File: src/rtl/cmdq_pkg.sv
package cmdq_pkg;
    typedef enum logic {
        ASM_LIST  = 1'b0,
        ASM_STRIP = 1'b1
    } asm_mode_e;

    localparam int unsigned PS_HOST = 0;
    localparam int unsigned PS_FIFO = 1;
    localparam int unsigned PS_ASM  = 2;
    localparam int unsigned PS_W    = 3;

    localparam logic [2:0] RA_DATA   = 3'd0;
    localparam logic [2:0] RA_MASK   = 3'd1;
    localparam logic [2:0] RA_MODE   = 3'd2;
    localparam logic [2:0] RA_CTRL   = 3'd3;
    localparam logic [2:0] RA_STATUS = 3'd4;
    localparam logic [2:0] RA_SPACE  = 3'd5;
    localparam logic [2:0] RA_PIPE   = 3'd6;
endpackage

File: src/rtl/cmdq_fifo.sv
module cmdq_fifo #(
    parameter int unsigned DW    = 32,
    parameter int unsigned DEPTH = 32,
    localparam int unsigned AW   = $clog2(DEPTH),
    localparam int unsigned CW   = $clog2(DEPTH + 1)
) (
    input  logic          clk,
    input  logic          rst_n,
    input  logic          flush,
    input  logic          push,
    input  logic [DW-1:0] push_data,
    input  logic          pop,
    output logic [DW-1:0] pop_data,
    output logic [CW-1:0] count,
    output logic          full,
    output logic          empty
);
    typedef struct packed {
        logic [AW-1:0] wp;
        logic [AW-1:0] rp;
        logic [CW-1:0] cnt;
    } fifo_st_t;

    fifo_st_t s_d, s_q;
    logic [DW-1:0] mem_q [DEPTH];
    logic push_ok, pop_ok;

    assign full     = (s_q.cnt == CW'(DEPTH));
    assign empty    = (s_q.cnt == '0);
    assign push_ok  = push && !full && !flush;
    assign pop_ok   = pop && !empty && !flush;
    assign pop_data = mem_q[s_q.rp];
    assign count    = s_q.cnt;

    always_comb begin
        s_d = s_q;
        if (flush) begin
            s_d = '0;
        end else begin
            if (push_ok) s_d.wp = (s_q.wp == AW'(DEPTH - 1)) ? '0 : s_q.wp + 1'b1;
            if (pop_ok)  s_d.rp = (s_q.rp == AW'(DEPTH - 1)) ? '0 : s_q.rp + 1'b1;
            s_d.cnt = s_q.cnt + CW'(push_ok) - CW'(pop_ok);
        end
    end

    always_ff @(posedge clk or negedge rst_n) begin
        if (!rst_n) s_q <= '0;
        else        s_q <= s_d;
    end

    always_ff @(posedge clk) begin
        if (push_ok) mem_q[s_q.wp] <= push_data;
    end

    assert_no_overflow_R1: assert property (@(posedge clk) disable iff (!rst_n)
        s_q.cnt <= CW'(DEPTH));

    assert_drop_keeps_count_R2: assert property (@(posedge clk) disable iff (!rst_n)
        (push && full && !pop && !flush) |=> (s_q.cnt == CW'(DEPTH)));
endmodule

File: src/rtl/cmdq_tri_asm.sv
module cmdq_tri_asm
    import cmdq_pkg::*;
#(
    parameter int unsigned DW = 32
) (
    input  logic          clk,
    input  logic          rst_n,
    input  logic          flush,
    input  asm_mode_e     mode,
    input  logic          in_valid,
    input  logic [DW-1:0] in_data,
    output logic          in_take,
    output logic          out_valid,
    input  logic          out_ready,
    output logic [3*DW-1:0] out_tri,
    output logic          busy
);
    typedef struct packed {
        logic [1:0]      cnt;
        logic [DW-1:0]   va;
        logic [DW-1:0]   vb;
        logic            ov;
        logic [3*DW-1:0] tri_w;
    } asm_st_t;

    asm_st_t s_d, s_q;

    assign in_take   = in_valid && !flush && (!s_q.ov || out_ready);
    assign out_valid = s_q.ov;
    assign out_tri   = s_q.tri_w;
    assign busy      = s_q.ov || (mode == ASM_LIST && s_q.cnt != 2'd0);

    always_comb begin
        s_d = s_q;
        if (flush) begin
            s_d.cnt = '0;
            s_d.ov  = 1'b0;
        end else begin
            if (s_q.ov && out_ready) s_d.ov = 1'b0;
            if (in_take) begin
                case (s_q.cnt)
                    2'd0: begin
                        s_d.va  = in_data;
                        s_d.cnt = 2'd1;
                    end
                    2'd1: begin
                        s_d.vb  = in_data;
                        s_d.cnt = 2'd2;
                    end
                    default: begin
                        s_d.tri_w = {in_data, s_q.vb, s_q.va};
                        s_d.ov    = 1'b1;
                        if (mode == ASM_LIST) begin
                            s_d.cnt = 2'd0;
                        end else begin
                            s_d.va = s_q.vb;
                            s_d.vb = in_data;
                        end
                    end
                endcase
            end
        end
    end

    always_ff @(posedge clk or negedge rst_n) begin
        if (!rst_n) s_q <= '0;
        else        s_q <= s_d;
    end

    assert_out_hold_R4: assert property (@(posedge clk) disable iff (!rst_n)
        (s_q.ov && !out_ready && !flush) |=> (s_q.ov && $stable(s_q.tri_w)));

    assert_flush_drops_R10: assert property (@(posedge clk) disable iff (!rst_n)
        flush |=> (!out_valid && !busy));
endmodule

File: src/rtl/cmdq_idle_irq.sv
module cmdq_idle_irq #(
    parameter int unsigned W = 3
) (
    input  logic         clk,
    input  logic         rst_n,
    input  logic [W-1:0] pipe,
    input  logic [W-1:0] mask,
    input  logic         clr,
    output logic         irq
);
    typedef struct packed {
        logic armed;
        logic irq;
    } irq_st_t;

    irq_st_t s_d, s_q;
    logic sel_busy, fire;

    assign sel_busy = |(pipe & mask);
    assign fire     = s_q.armed && !sel_busy;
    assign irq      = s_q.irq;

    always_comb begin
        s_d = s_q;
        if (fire) begin
            s_d.armed = 1'b0;
            s_d.irq   = 1'b1;
        end else begin
            s_d.armed = s_q.armed || sel_busy;
            if (clr) s_d.irq = 1'b0;
        end
    end

    always_ff @(posedge clk or negedge rst_n) begin
        if (!rst_n) s_q <= '0;
        else        s_q <= s_d;
    end

    assert_irq_rise_idle_R7: assert property (@(posedge clk) disable iff (!rst_n)
        $rose(s_q.irq) |-> ($past(pipe & mask) == '0));

    assert_irq_fall_clr_R8: assert property (@(posedge clk) disable iff (!rst_n)
        $fell(s_q.irq) |-> $past(clr));
endmodule

File: src/rtl/cmdq_front.sv
module cmdq_front
    import cmdq_pkg::*;
#(
    parameter int unsigned DW    = 32,
    parameter int unsigned DEPTH = 32,
    localparam int unsigned CW   = $clog2(DEPTH + 1)
) (
    input  logic            clk,
    input  logic            rst_n,
    input  logic            wr_en,
    input  logic [2:0]      wr_addr,
    input  logic [DW-1:0]   wr_data,
    input  logic [2:0]      rd_addr,
    output logic [DW-1:0]   rd_data,
    output logic            tri_valid,
    input  logic            tri_ready,
    output logic [3*DW-1:0] tri_data,
    output logic            irq
);
    typedef struct packed {
        logic            hv;
        logic [DW-1:0]   hd;
        logic [PS_W-1:0] mask;
        asm_mode_e       mode;
        logic            ovf;
    } top_st_t;

    top_st_t s_d, s_q;

    logic            flush, irq_clr;
    logic            f_full, f_empty, take;
    logic [DW-1:0]   f_data;
    logic [CW-1:0]   f_count;
    logic            asm_busy;
    logic [PS_W-1:0] pipe;

    assign flush   = wr_en && ((wr_addr == RA_MODE) || (wr_addr == RA_CTRL && wr_data[0]));
    assign irq_clr = wr_en && (wr_addr == RA_STATUS) && wr_data[0];

    cmdq_fifo #(.DW(DW), .DEPTH(DEPTH)) u_fifo (
        .clk(clk), .rst_n(rst_n), .flush(flush),
        .push(s_q.hv), .push_data(s_q.hd),
        .pop(take), .pop_data(f_data),
        .count(f_count), .full(f_full), .empty(f_empty)
    );

    cmdq_tri_asm #(.DW(DW)) u_asm (
        .clk(clk), .rst_n(rst_n), .flush(flush), .mode(s_q.mode),
        .in_valid(!f_empty), .in_data(f_data), .in_take(take),
        .out_valid(tri_valid), .out_ready(tri_ready), .out_tri(tri_data),
        .busy(asm_busy)
    );

    always_comb begin
        pipe          = '0;
        pipe[PS_HOST] = s_q.hv;
        pipe[PS_FIFO] = !f_empty;
        pipe[PS_ASM]  = asm_busy;
    end

    cmdq_idle_irq #(.W(PS_W)) u_irq (
        .clk(clk), .rst_n(rst_n), .pipe(pipe), .mask(s_q.mask),
        .clr(irq_clr), .irq(irq)
    );

    always_comb begin
        s_d    = s_q;
        s_d.hv = 1'b0;
        if (s_q.hv && f_full && !flush) s_d.ovf = 1'b1;
        else if (wr_en && wr_addr == RA_STATUS && wr_data[1]) s_d.ovf = 1'b0;
        if (wr_en) begin
            case (wr_addr)
                RA_DATA: begin
                    s_d.hv = 1'b1;
                    s_d.hd = wr_data;
                end
                RA_MASK: s_d.mask = wr_data[PS_W-1:0];
                RA_MODE: s_d.mode = asm_mode_e'(wr_data[0]);
                default: ;
            endcase
        end
        if (flush) s_d.hv = 1'b0;
    end

    always_ff @(posedge clk or negedge rst_n) begin
        if (!rst_n) begin
            s_q      <= '0;
            s_q.mask <= '1;
            s_q.mode <= ASM_LIST;
        end else begin
            s_q <= s_d;
        end
    end

    always_comb begin
        rd_data = '0;
        case (rd_addr)
            RA_MASK:   rd_data[PS_W-1:0] = s_q.mask;
            RA_MODE:   rd_data[0]        = s_q.mode;
            RA_STATUS: rd_data[1:0]      = {s_q.ovf, irq};
            RA_SPACE:  rd_data[CW-1:0]   = CW'(DEPTH) - f_count;
            RA_PIPE:   rd_data[PS_W-1:0] = pipe;
            default:   ;
        endcase
    end

    assert_ovf_sticky_R2: assert property (@(posedge clk) disable iff (!rst_n)
        $fell(s_q.ovf) |-> $past(wr_en && wr_addr == RA_STATUS && wr_data[1]));

    assert_host_drains_R3: assert property (@(posedge clk) disable iff (!rst_n)
        (s_q.hv && !(wr_en && wr_addr == RA_DATA)) |=> !s_q.hv);
endmodule

File: config.mk
export PLATFORM = sky130hd
export DESIGN_NAME = cmdq_front
export DESIGN_NICKNAME = d
export VERILOG_FILES = /design/src/rtl/cmdq_pkg.sv /design/src/rtl/cmdq_fifo.sv /design/src/rtl/cmdq_tri_asm.sv /design/src/rtl/cmdq_idle_irq.sv /design/src/rtl/cmdq_front.sv
export SDC_FILE = /design/constraint.sdc
export NUM_CORES = 1
export LEC_CHECK = 0
export BUFFER_PORTS_ARGS = -buffer_cell sky130_fd_sc_hd__buf_2
export CORE_ASPECT_RATIO = 1.4
export CORE_MARGIN = 2
export CORE_UTILIZATION = 30
export DETAILED_ROUTE_END_ITERATION = 6
export PLACE_DENSITY = 0.42
export SYNTH_ARGS = -nofsm -noshare
export SYNTH_HDL_FRONTEND = slang
export SYNTH_SLANG_ARGS = --single-unit
File: constraint.sdc
create_clock -name clk -period 5.6 [get_ports clk]
set_clock_uncertainty 0.05 [all_clocks]
set_input_delay 0.56 -clock clk [delete_from_list [all_inputs] [get_ports clk]]
set_output_delay 0.56 -clock clk [all_outputs]
set_load 0.02 [all_outputs]
# Word-level counts from Yosys, hierarchy flattened
# Memory sizes are Yosys's and may differ from the RTL's.
# Cells that the tools add are included.
[totals] out_inout_bits=130 reg_bits=219 input_bits=42 memories=1 word_cells=116 mem_bits_rw=1024
[memory_table] name="u_fifo.mem_q" words=32 word_bits=32 read_ports=1 rd_ports_with_merged_regs=0 wr=1 line="cmdq_fifo.sv:25" text="logic [DW-1:0] mem_q [DEPTH];"
[op_classes] mux=30 n_addsub=5 reduce_logical=45 n_bitwise=6 n_eq_ne=14
[op_table] operator="$mux W163" count=1
[op_table] operator="$pmux W32 S2" count=2
[op_table] operator="$mux W97" count=1
[op_table] operator="$mux W64" count=1
[op_table] operator="$mux W37" count=1
[op_table] operator="$mux W33" count=1
[op_table] operator="$mux W5" count=4
[op_table] operator="$logic_and A1 B1 Y1" count=16
[op_table] operator="$mux W16" count=1
[op_table] operator="$reduce_bool A2 Y1" count=8
[op_table] operator="$eq A3 B3 Y1 const B" count=4
[op_table] operator="$add A5 B1 Y5 const B" count=2
[op_table] operator="$eq A5 B5 Y1 const B" count=2
[op_table] operator="$eq A3 B2 Y1 const B" count=3
[op_table] operator="$mux W1" count=9
[op_table] operator="$reduce_and A2 Y1" count=4
[op_table] operator="$reduce_and A4 Y1" count=2
[op_table] operator="$add A6 B1 Y6" count=1
[op_table] operator="$eq A3 B1 Y1 const B" count=2
[op_table] operator="$eq A6 B6 Y1 const B" count=1
[op_table] operator="$logic_not A6 Y1" count=1
[op_table] operator="$mux W2" count=3
[op_table] operator="$mux W3" count=2
[op_table] operator="$sub A6 B1 Y6" count=1
[op_table] operator="other kinds (16)" count=27

# Longest topological paths before layout
# Gate-level depths: netlist of the first run.
[logic_depth] ltp_word=11 ltp_mapped=15 depth_no_buf=15

# Cells and area by module
# Synthesis of the first run repeated with hierarchy kept, for this count alone.
[unflattened] hier_cells=2686 area_unflattened_um2=49591.3
[by_module_without_submodules] mod="cmdq_fifo" area_per_inst_um2=40388.7 cells_per_inst=2046 seq_area_each_um2=31149.9 n_inst=1
[by_module_without_submodules] mod="cmdq_tri_asm" area_per_inst_um2=7260.7 cells_per_inst=489 seq_area_each_um2=4078.9 n_inst=1
[by_module_without_submodules] mod="cmdq_front" area_per_inst_um2=1865.5 cells_per_inst=145 seq_area_each_um2=954.7 n_inst=1
[by_module_without_submodules] mod="cmdq_idle_irq" area_per_inst_um2=76.3 cells_per_inst=6 seq_area_each_um2=50.0 n_inst=1

# Worst setup path after synthesis of the first run
# OpenSTA, ideal clock, no wires.
[synth_timing] path_kind="reg-to-reg" startpoint="reg u_fifo.s_q (netlist bit u_fifo.count[1])" endpoint="mem u_fifo.mem_q[31][0], enable pin" stages_incl_launch_ff=8 setup_slack_ps=2338 setup_ps=421 path_buffers=0 t_arrival_ps=2791 period_less_slack_ps=3262 required_ps=5129 path_cell_list="dfrtp_1 > inv_1 > ha_1 > nand3_1 > nand2_1 > nor2_1 > nand2_1 > nor2_1"
[synth_via] elab_chain_len=6
[synth_rtl] element="start: declaration" line="cmdq_fifo.sv:24" text="fifo_st_t s_d, s_q;"
[synth_rtl] element="start signal: assignment" line="cmdq_fifo.sv:47" text="if (!rst_n) s_q <= '0;"
[synth_rtl] element="start signal: assignment" line="cmdq_fifo.sv:48" text="else s_q <= s_d;"
[synth_rtl] element="$eq A6 B6 Y1" line="cmdq_fifo.sv:28" text="assign full = (s_q.cnt == CW'(DEPTH));"
[synth_rtl] element="$logic_not A1 Y1" line="cmdq_fifo.sv:30" text="assign push_ok = push && !full && !flush;"
[synth_rtl] element="$logic_and A1 B1 Y1 (2 in series)" line="cmdq_fifo.sv:30"
[synth_rtl] element="$mux W1" line="cmdq_fifo.sv:52" text="if (push_ok) mem_q[s_q.wp] <= push_data;"
[synth_rtl] element="$mux W1 (implied by the code)" line="cmdq_fifo.sv:52"
[synth_rtl] element="end: declaration" line="cmdq_fifo.sv:25"
# No other way between the ends.

# Final worst setup path of the first run
[layout_timing] startpoint="reg u_fifo.s_q (netlist bit u_fifo.count[1])" endpoint="mem u_fifo.mem_q[23][5], enable pin"
# The elaborated chain is that of the path after synthesis.

==> results of run 1 <==
## cells in the mapped netlist, types with 6 or more instances
master       n
mux2i_1    516
clkbuf_1    21
mux2_2     165
buf_4      131
inv_1       14
xnor2_1      6
a22oi_1    256
nand2_1     17
nand4_1     65
a221o_1     33
and3_1      34
edfxtp_1  1024
buf_2      127
dfrtp_1    216
a21oi_1     13
nor2_1      87
o21ai_0      9
nand3_1      7
ha_1        19
## worst max-delay path: stages, from the launching register on
cell and delay (ns):
dfrtp_1 0.39, inv_1 0.10, ha_1 0.27, nand3_1 0.17
nand2_1 0.19, nor2_1 0.51, nand2_1 0.61, nor2_4 1.03
buf_4 0.35
## registers in the layout, summed over array words and instances (netlist names)
register	count
u_asm.s_q	66
u_asm.out_valid	1
u_asm.out_tri	96
u_fifo.count	6
u_fifo.mem_q	1024
s_q	37
pipe	1
u_irq.irq	1
u_fifo.s_q	10
u_irq.s_q	1
## metal layers
metal  up-vias  track usage  share of wire
met1     13270        0.194           0.42
met3       145       0.0171          0.033
met2       549        0.284           0.52
li1      11290            -              -
met5         -            0              0
met4         0       0.0430          0.020
## cell families after synthesis
group,count (synthesis),synth area share
buf+inv,296,0.0358
simple gates,259,0.0299
mux,681,0.142
fa+ha+maj,20,0.00523
flops,1243,0.735
xor+xnor,8,0.00142
compound gates,324,0.0500
other cells,1,0.0000761
## layout make-up
| type | instances | share of cell area |
|---|---|---|
| Sequential cell | 1243 | 0.640 |
| Multi-Input combinational cell | 1318 | 0.208 |
| Clock buffer | 147 | 0.0554 |
| Tap cell | 2136 | 0.0472 |
| Timing Repair Buffer | 268 | 0.0326 |
| Clock inverter | 79 | 0.0154 |
| Inverter | 14 | 0.000929 |
| Antenna cell | 4 | 0.000177 |
## metrics by stage
stage	hold WS [ns]	power (W)	utilization	cells
after floorplan	0.214	0.0176	-	2857
after global placement	0.416	0.0202	0.319	4946
after detailed placement	0.426	0.0204	0.319	4946
after CTS	0.0271	0.0288	0.345	5203
after global routing	0.0765	0.0296	0.345	5206
final	0.0918	0.0283	0.345	5209
## cell usage in the layout, fill, tap and decap left out, drive strengths merged, types with 4 or more instances in the layout
master          n
ha             19
a22oi         256
mux2          165
nor2b           4
nor2           87
dlygate4sd3    31
xnor2           6
clkbuf        147
nor4b           4
inv            18
clkinvlp       10
nand3b          5
nor3            5
nand2          17
and3           34
and4b           4
nand4          65
nand3           8
conb           26
o21ai          10
diode           4
edfxtp       1024
mux2i         516
dfrtp         216
a221o          33
bufinv         16
buf           237
clkinv         49
a21oi          14
nor4bb          4
## power breakdown
group	switching, W	internal, W
logic	0.00492	0.00304
clock network	0.00356	0.00473
registers	0.000856	0.0112
## worst max-delay path by stage
stage | end | slack (ns) | cells after the start
4_1_cts | u_fifo.mem_q[19][27] | 1.58 | 8
3_3_place_gp | u_fifo.mem_q[19][0] | 1.66 | 8
5_1_grt | u_fifo.mem_q[19][28] | 1.44 | 8
6_report | u_fifo.mem_q[23][5] | 1.61 | 8
3_5_place_dp | u_fifo.mem_q[19][28] | 1.59 | 8
2_1_floorplan | u_fifo.mem_q[31][0] | 2.34 | 7
## timing repair
action | in CTS | in global routing
endpoints found under the setup margin | 0 | 0
hold buffers | 31 | 0
endpoints found under the hold margin | 65 | 0
==> flow_summary.yaml, run 1 <==
outcome:
  outcome: "complete, but fails checks"
  violations: "DRC"
sta:
  slew_headroom: 0.0886
  worst_pin_slew_ns: 1.37
  min_period_ns: 3.99
  worst_slack_ns: 1.61
  finalSetupViolations: 0
  rsz0062_at_grt: "no"
  hold_viol_final: 0
  fmax_mhz: 251
  period_share: 0.712
  drv_slew: 0
  totalNegativeSetupSlack_ns: 0
yosys:
  yosysSeqAreaShare: 0.735
  synth.ff_latch_count: 1243
  ys_top_cells_by_area: "edfxtp_1 62%, dfrtp_1 11%, mux2i_1 10%"
  avgSynthCellArea_um2: 17.4
  post_synth_num_cell_types: 54
  yosys_warnings: 0
  synthArstFlopShare: 0.176
  synth_edf_count: 1024
  synth_top_area_frac: 0.624
  yosysTopAreaCell: "edfxtp_1"
  synthFlopType: "edfxtp_1"
  synth_cells: 2832
  netlist_area_um2: 49300
critical_path:
  cp.required_ns: 5.98
  critPathLaunch: "u_fifo.count[1]"
  r2r_end: "u_fifo.mem_q[23][5]"
  cp_data_arrival_time_ns: 4.37
  reg2reg_slack_ns: 1.61
  path_class: "reg -> reg"
  ff2ff_path_depth: 8
  cp_max_fo: 23
  reg2reg_from: "u_fifo.count[1]"
  critPathCaptureType: "register"
  start_kind: "register"
hold_path:
  hold_start: "wr_data[0]"
  min_to: "s_q[2]"
  min_path_type: "in -> reg"
  hold_depth: 2
cts:
  cts_setup_buffers: 0
  root_buffer: "clkbuf_16"
  cts_resized: 0
  cts_tree: "done"
  clk_pin_slew_worst_paths_ns: 0.06
  clockBufferDepth: 3
  cts_buffers: 119
  h-tree-depth: 3
  cts.sinks: 1243
  clk_latency_ns: 0.75
grt:
  antenna_found_initial: 3
  grt_pass1_vias: 26601
  grt_pass1_wl_um: 191000
  grt_max_degree: 137
  grt_overflow: 0
  track_usage: 0.156
layout:
  area_delta_synth_final_pct: 14.8
  design_area_um2: 56600
  drive_above_1_share: 0.212
  regArea_um2: 36200
  multi_input_area_um2: 11800
  nFillCells: 15536
  layout.nets: 3026
floorplan:
  die_w_um: 347
  placementRows: 176
  design.die.area_um2: 168000
  die-height_um: 484
  io_pins: 172
  coreArea_um2: 164000
  start_util: 0.301
drt:
  initialDrtViolationCount: 1799
  viasPerCell: 4.85
  totalWireLength_um: 133000
  vias: 25254
  wl_per_cell_um: 25.4
  remaining_drc_errors: 7
  ant_nets: 0
  drtPass1Iterations: 7
place:
  port_buffers: 145
  place_ws_ns: 1.59
  dp_hpwl_um: 80300
  post_dp_cell_area_um2: 52200
  gp_congestion: 0.754
power:
  leakage_nw: 19.2
  irDropWorstVdd_v: 0.000333
  p_per_area_nw_per_um2: 501
run:
  drv_cap: 0
(Power assumes the default switching activity.)
==> run 2: changes to the inputs <==
Settings changed: PLACE_DENSITY 0.42 to 0.44.
Clock period 5.6 ns to 3.66 ns, I/O delays scaled along.
==> run 2 against run 1 <==
The run now ends clean. Die area stayed put. Clock-buffer cell count is 2 higher. Global-route usage is 0.72 points higher. Fmax is 14% higher. Routed wire length is 4.6% higher. Final area is 1.5% higher. Register-to-register slack worse by 1.4 ns. Via count is 2.3% higher. First-iteration DRC count is 1.4% higher. Flip-flop and latch count stayed put. Critical endpoint is now u_fifo.mem_q[27][7]. Largest power group unchanged.
==> flow_summary.yaml, run 2 (synthesized netlist as in run 1, its figures left out) <==
floorplan:
  die-height_um: 484
  start_util: 0.301
  design.die.area_um2: 168000
  die_w_um: 347
  coreArea_um2: 164000
  io_pins: 172
  placementRows: 176
drt:
  top_layer_used: "met4"
  dr_wl_met2_um: 72400
  ant_nets: 0
  vias: 25833
  drtPass1Iterations: 5
  totalWireLength_um: 139000
  wl_per_cell_um: 26.3
  wl_met1_um: 57600
  remaining_drc_errors: 0
  viasPerCell: 4.90
  initialDrtViolationCount: 1825
  met3WireLength_um: 5430
sta:
  period_share: 0.952
  fmax_mhz: 287
  hold_viol_final: 0
  worst_pin_slew_ns: 1.32
  slew_headroom: 0.119
  finalSetupViolations: 0
  min_period_ns: 3.48
  rsz0062_at_grt: "yes"
  worst_slack_ns: 0.176
  drv_slew: 0
layout:
  final_cell_mix: "1024 x edfxtp_1, 516 x mux2i_1, 256 x a22oi_1, 215 x dfrtp_1, 165 x mux2_2"
  largest_register_ffs: 1024
  final_common_cell: "edfxtp_1"
  area_delta_synth_final_pct: 16.6
  drive_above_1_share: 0.224
  layout.nets: 3091
  top_register: "u_fifo.mem_q"
cts:
  cts_buffers: 120
  cts.sinks: 1243
  clockBufferDepth: 3
  root_buffer: "clkbuf_16"
  clk_pin_slew_worst_paths_ns: 0.06
  cts_tree: "done"
  h-tree-depth: 3
  clk_latency_ns: 0.76
critical_path:
  cp_max_fo: 22
  start_kind: "register"
  cp_data_arrival_time_ns: 3.82
  cp.required_ns: 4.00
  critPathCaptureType: "register"
  path_class: "reg -> reg"
grt:
  grt_overflow: 0
  grt_pass1_vias: 27221
  track_usage: 0.163
  grt_max_degree: 99
  grt_pass1_wl_um: 199000
  antenna_found_initial: 3
power:
  p_per_area_nw_per_um2: 765
  leakage_nw: 19.6
  p_total_w: 0.0440
  irDropWorstVdd_v: 0.000467
run:
  drv_cap: 0
place:
  port_buffers: 145
  place_ws_ns: 0.0950
  gp_congestion: 0.776
  dp_hpwl_um: 82700
hold_path:
  min_path_type: "in -> reg"
outcome:
  outcome: "finished, final reports clean"
run 2: changes by cell type in the layout (fill, tap and decap cells not counted), moves of 3 or more:
cell           change
buf_12            +34
buf_4             +24
bufinv_16          -3
clkbuf_16          +3
clkinv_1           +6
clkinv_2           -8
dlygate4sd3_1      +7
run 2: report_power, final:
part / switching (W) / internal, W / leakage [nW]
Sequential: 0.00165 / 0.0172 / 11.8
Clock: 0.00545 / 0.00715 / 1.92
Combinational: 0.00732 / 0.00518 / 5.93
Total: 0.0144 / 0.0295 / 19.6
run 2: final timing paths:
| kind | end | startpoint | slack (ns) | depth (start not counted) |
|---|---|---|---|---|
| min reg2reg | u_irq.irq | u_irq.s_q[1] | 0.44 | 1 |
| min in group asynchronous | u_asm.out_tri[89] | rst_n | 0.13 | 2 |
| min | u_fifo.count[1] | wr_addr[0] | 0.07 | 4 |
| max reg2reg | u_fifo.mem_q[27][7] | u_fifo.count[1] | 0.18 | 9 |
| max in group asynchronous | s_q[15] | rst_n | 2.48 | 3 |
| max | u_fifo.mem_q[27][7] | u_fifo.count[1] | 0.18 | 9 |
run 2: final cells by class:
class                   instances  area, um2
multi-input cells            1318      11800
inverters                      14       52.6
flip-flops and latches       1243      36200
diodes                          2       5.00
repair buffers                332       2750
clock inverters                75        759
clock buffers                 149       3220
well taps                    2136       2670
fillers                     15529     106000
run 2: layer usage:
metal	vias to the layer above	GRT usage
li1	11410	-
met5	-	0
met2	629	0.296
met1	13626	0.202
met3	168	0.0203
met4	0	0.0485
run 2: worst max-delay path: stages, from the launching register on:
cell	delay (ns)
dfrtp_1	0.41
inv_1	0.10
ha_1	0.26
nand3_1	0.16
nand2_1	0.19
nor2_1	0.48
nand2_1	0.57
buf_4	0.35
nor2_4	0.11
buf_4	0.42
run 2: repair_timing:
item                                   CTS  global route
endpoints found under the hold margin  135             0
setup buffers                            0             0
hold buffers                            38             0
setup endpoints to repair                0            40
resized for setup                        0             0
run 2: per-stage QoR:
step	hold slack [ns]	TNS (ns)	std cells	util	cell area [um2]
floorplan	0.0204	0	2857	-	49400
global route	0.0980	-1.39	5268	0.351	57400
detailed placement	0.370	0	5005	0.324	53100
CTS	0.0170	0	5267	0.351	57400
global placement	0.377	0	5005	0.324	53100
finish	0.0717	0	5269	0.351	57500
==> run 3: changes to the inputs <==
Settings changed: PLACE_DENSITY 0.44 to 0.43, SLEW_MARGIN set to 5.
==> run 3 against run 2 <==
Flip-flop and latch count unchanged. Via count down 0.36%. Total power down 1.3%. Fmax up 3.6%. Final cell count down 0.57%. Clock power down 3%. Non-clock buffer count down 19. Critical path depth unchanged. Clock-buffer cell count up 6. Global-route usage down 0.21 points. Largest power group unchanged.
==> flow_summary.yaml, run 3 (synthesized netlist as in run 1, its figures left out) <==
critical_path:
  critPathCaptureType: "register"
  cp_max_fo: 28
  crit_chain: "inv_1, ha_1, nand3_1, nand2_1, nor2_1, nand2_1, buf_4, nor2_4, buf_12"
  start_kind: "register"
  r2r_end: "u_fifo.mem_q[29][7]"
  critPathMaxStageDelay_ns: 0.56
  ff2ff_path_depth: 9
  path_class: "reg -> reg"
  crit_top_cell: "nand2_1"
  crit_family: "simple AND/OR/NAND/NOR gates"
  reg2reg_slack_ns: 0.30
  reg2reg_from: "u_fifo.count[1]"
  cp_num_buf_inv: 3
  crit_slowest_cell: "nand2_1"
  cp_data_arrival_time_ns: 3.72
  cp.required_ns: 4.02
power:
  irDropWorstVdd_v: 0.000405
  p_total_w: 0.0434
  leakage_nw: 19.5
  p_per_area_nw_per_um2: 758
cts:
  clockBufferDepth: 3
  cts.sinks: 1243
  clk_pin_slew_worst_paths_ns: 0.07
  root_buffer: "clkbuf_16"
  cts_tree: "done"
  cts_resized: 0
  clk_latency_ns: 0.73
  h-tree-depth: 3
  cts_buffers: 117
sta:
  fmax_mhz: 297
  hold_viol_final: 0
  finalSetupViolations: 0
  drv_slew: 0
  period_share: 0.919
  totalNegativeSetupSlack_ns: 0
  rsz0062_at_grt: "no"
  min_period_ns: 3.36
  slew_headroom: 0.143
  worst_pin_slew_ns: 1.29
hold_path:
  min_to: "s_q[4]"
  hold_start: "wr_addr[2]"
  hold_depth: 3
  min_path_type: "in -> reg"
floorplan:
  io_pins: 172
  start_util: 0.301
  coreArea_um2: 164000
  placementRows: 176
  die_w_um: 347
  design.die.area_um2: 168000
  die-height_um: 484
layout:
  layout.nets: 3069
  nFillCells: 15499
  largest_register_ffs: 1024
  final_cell_mix: "1024 x edfxtp_1, 516 x mux2i_1, 256 x a22oi_1, 214 x dfrtp_1, 165 x mux2_2"
  drive_above_1_share: 0.218
  top_register: "u_fifo.mem_q"
  final_common_cell: "edfxtp_1"
  area_delta_synth_final_pct: 16.1
place:
  gp_congestion: 0.769
  port_buffers: 145
  dp_hpwl_um: 80800
drt:
  vias: 25740
  remaining_drc_errors: 0
  viasPerCell: 4.91
  totalWireLength_um: 138000
  drtPass1Iterations: 5
  initialDrtViolationCount: 1976
  wl_per_cell_um: 26.2
  ant_nets: 0
grt:
  grt_pass1_vias: 26533
  antenna_found_initial: 2
  track_usage: 0.161
  grt_pass1_wl_um: 195000
  grt_max_degree: 101
  grt_overflow: 0
run:
  drv_cap: 0
outcome:
  outcome: "finished, final reports clean"
==> run 3: where the power goes <==
group | switching, W | internal (W) | total, W | leakage [nW]
Sequential | 0.00166 | 0.0172 | 0.0189 | 11.8
Combinational | 0.00724 | 0.00511 | 0.0124 | 5.84
Clock | 0.00533 | 0.00685 | 0.0122 | 1.85
Total | 0.0142 | 0.0291 | 0.0434 | 19.5
==> run 3: metrics by stage <==
| step | util | setup WS (ns) | instances | hold slack (ns) | cell area [um2] |
|---|---|---|---|---|---|
| after detailed placement | 0.324 | 0.307 | 4989 | 0.410 | 53100 |
| after floorplan | - | 0.398 | 2857 | 0.0204 | 49400 |
| after global routing | 0.349 | 0.124 | 5238 | 0.0603 | 57200 |
| final | 0.349 | 0.298 | 5239 | 0.0804 | 57200 |
| after CTS | 0.349 | 0.282 | 5237 | 0.0160 | 57200 |
| after global placement | 0.324 | 0.370 | 4989 | 0.396 | 53100 |
==> run 3: area by class of cell <==
type	instances	area, um2	area share
Clock inverter	58	588	0.0103
Inverter	14	52.6	0.000919
Timing Repair Buffer	313	2690	0.0469
Clock buffer	155	3200	0.0560
Sequential cell	1243	36200	0.633
Multi-Input combinational cell	1318	11800	0.206
Antenna cell	2	5.00	0.0000875
Tap cell	2136	2670	0.0467
==> run 3: per-layer routing <==
| metal | wire length [um] | track usage |
|---|---|---|
| met3 | 5580 | 0.0221 |
| met2 | 69500 | 0.280 |
| met1 | 59100 | 0.207 |
| met5 | 0 | 0 |
| met4 | 3380 | 0.0481 |
==> run 3: worst max path at each step <==
stage / slack, ns / end / start / cells after the start
finish: 0.30 / u_fifo.mem_q[29][7] / u_fifo.count[1] / 9
global route: 0.12 / u_fifo.mem_q[5][15] / u_fifo.count[1] / 8
CTS: 0.28 / u_fifo.mem_q[5][15] / u_fifo.count[1] / 8
detailed placement: 0.31 / u_fifo.mem_q[5][13] / u_fifo.count[1] / 8
global placement: 0.37 / u_fifo.mem_q[5][13] / u_fifo.count[1] / 8
floorplan: 0.40 / u_fifo.mem_q[31][0] / u_fifo.count[1] / 7
==> run 3: worst register-to-register path, delay by kind of cell, from the launching register on <==
family                     cells  cell delay, ns
and+or+nand+nor                5            1.49
buffers and inverters          3            0.77
DFF                            1            0.43
adders and majority gates      1            0.26
==> run 3: what timing repair did <==
action	CTS	global route
hold buffers	35	0
setup buffers	0	0
hold endpoints to repair	130	0
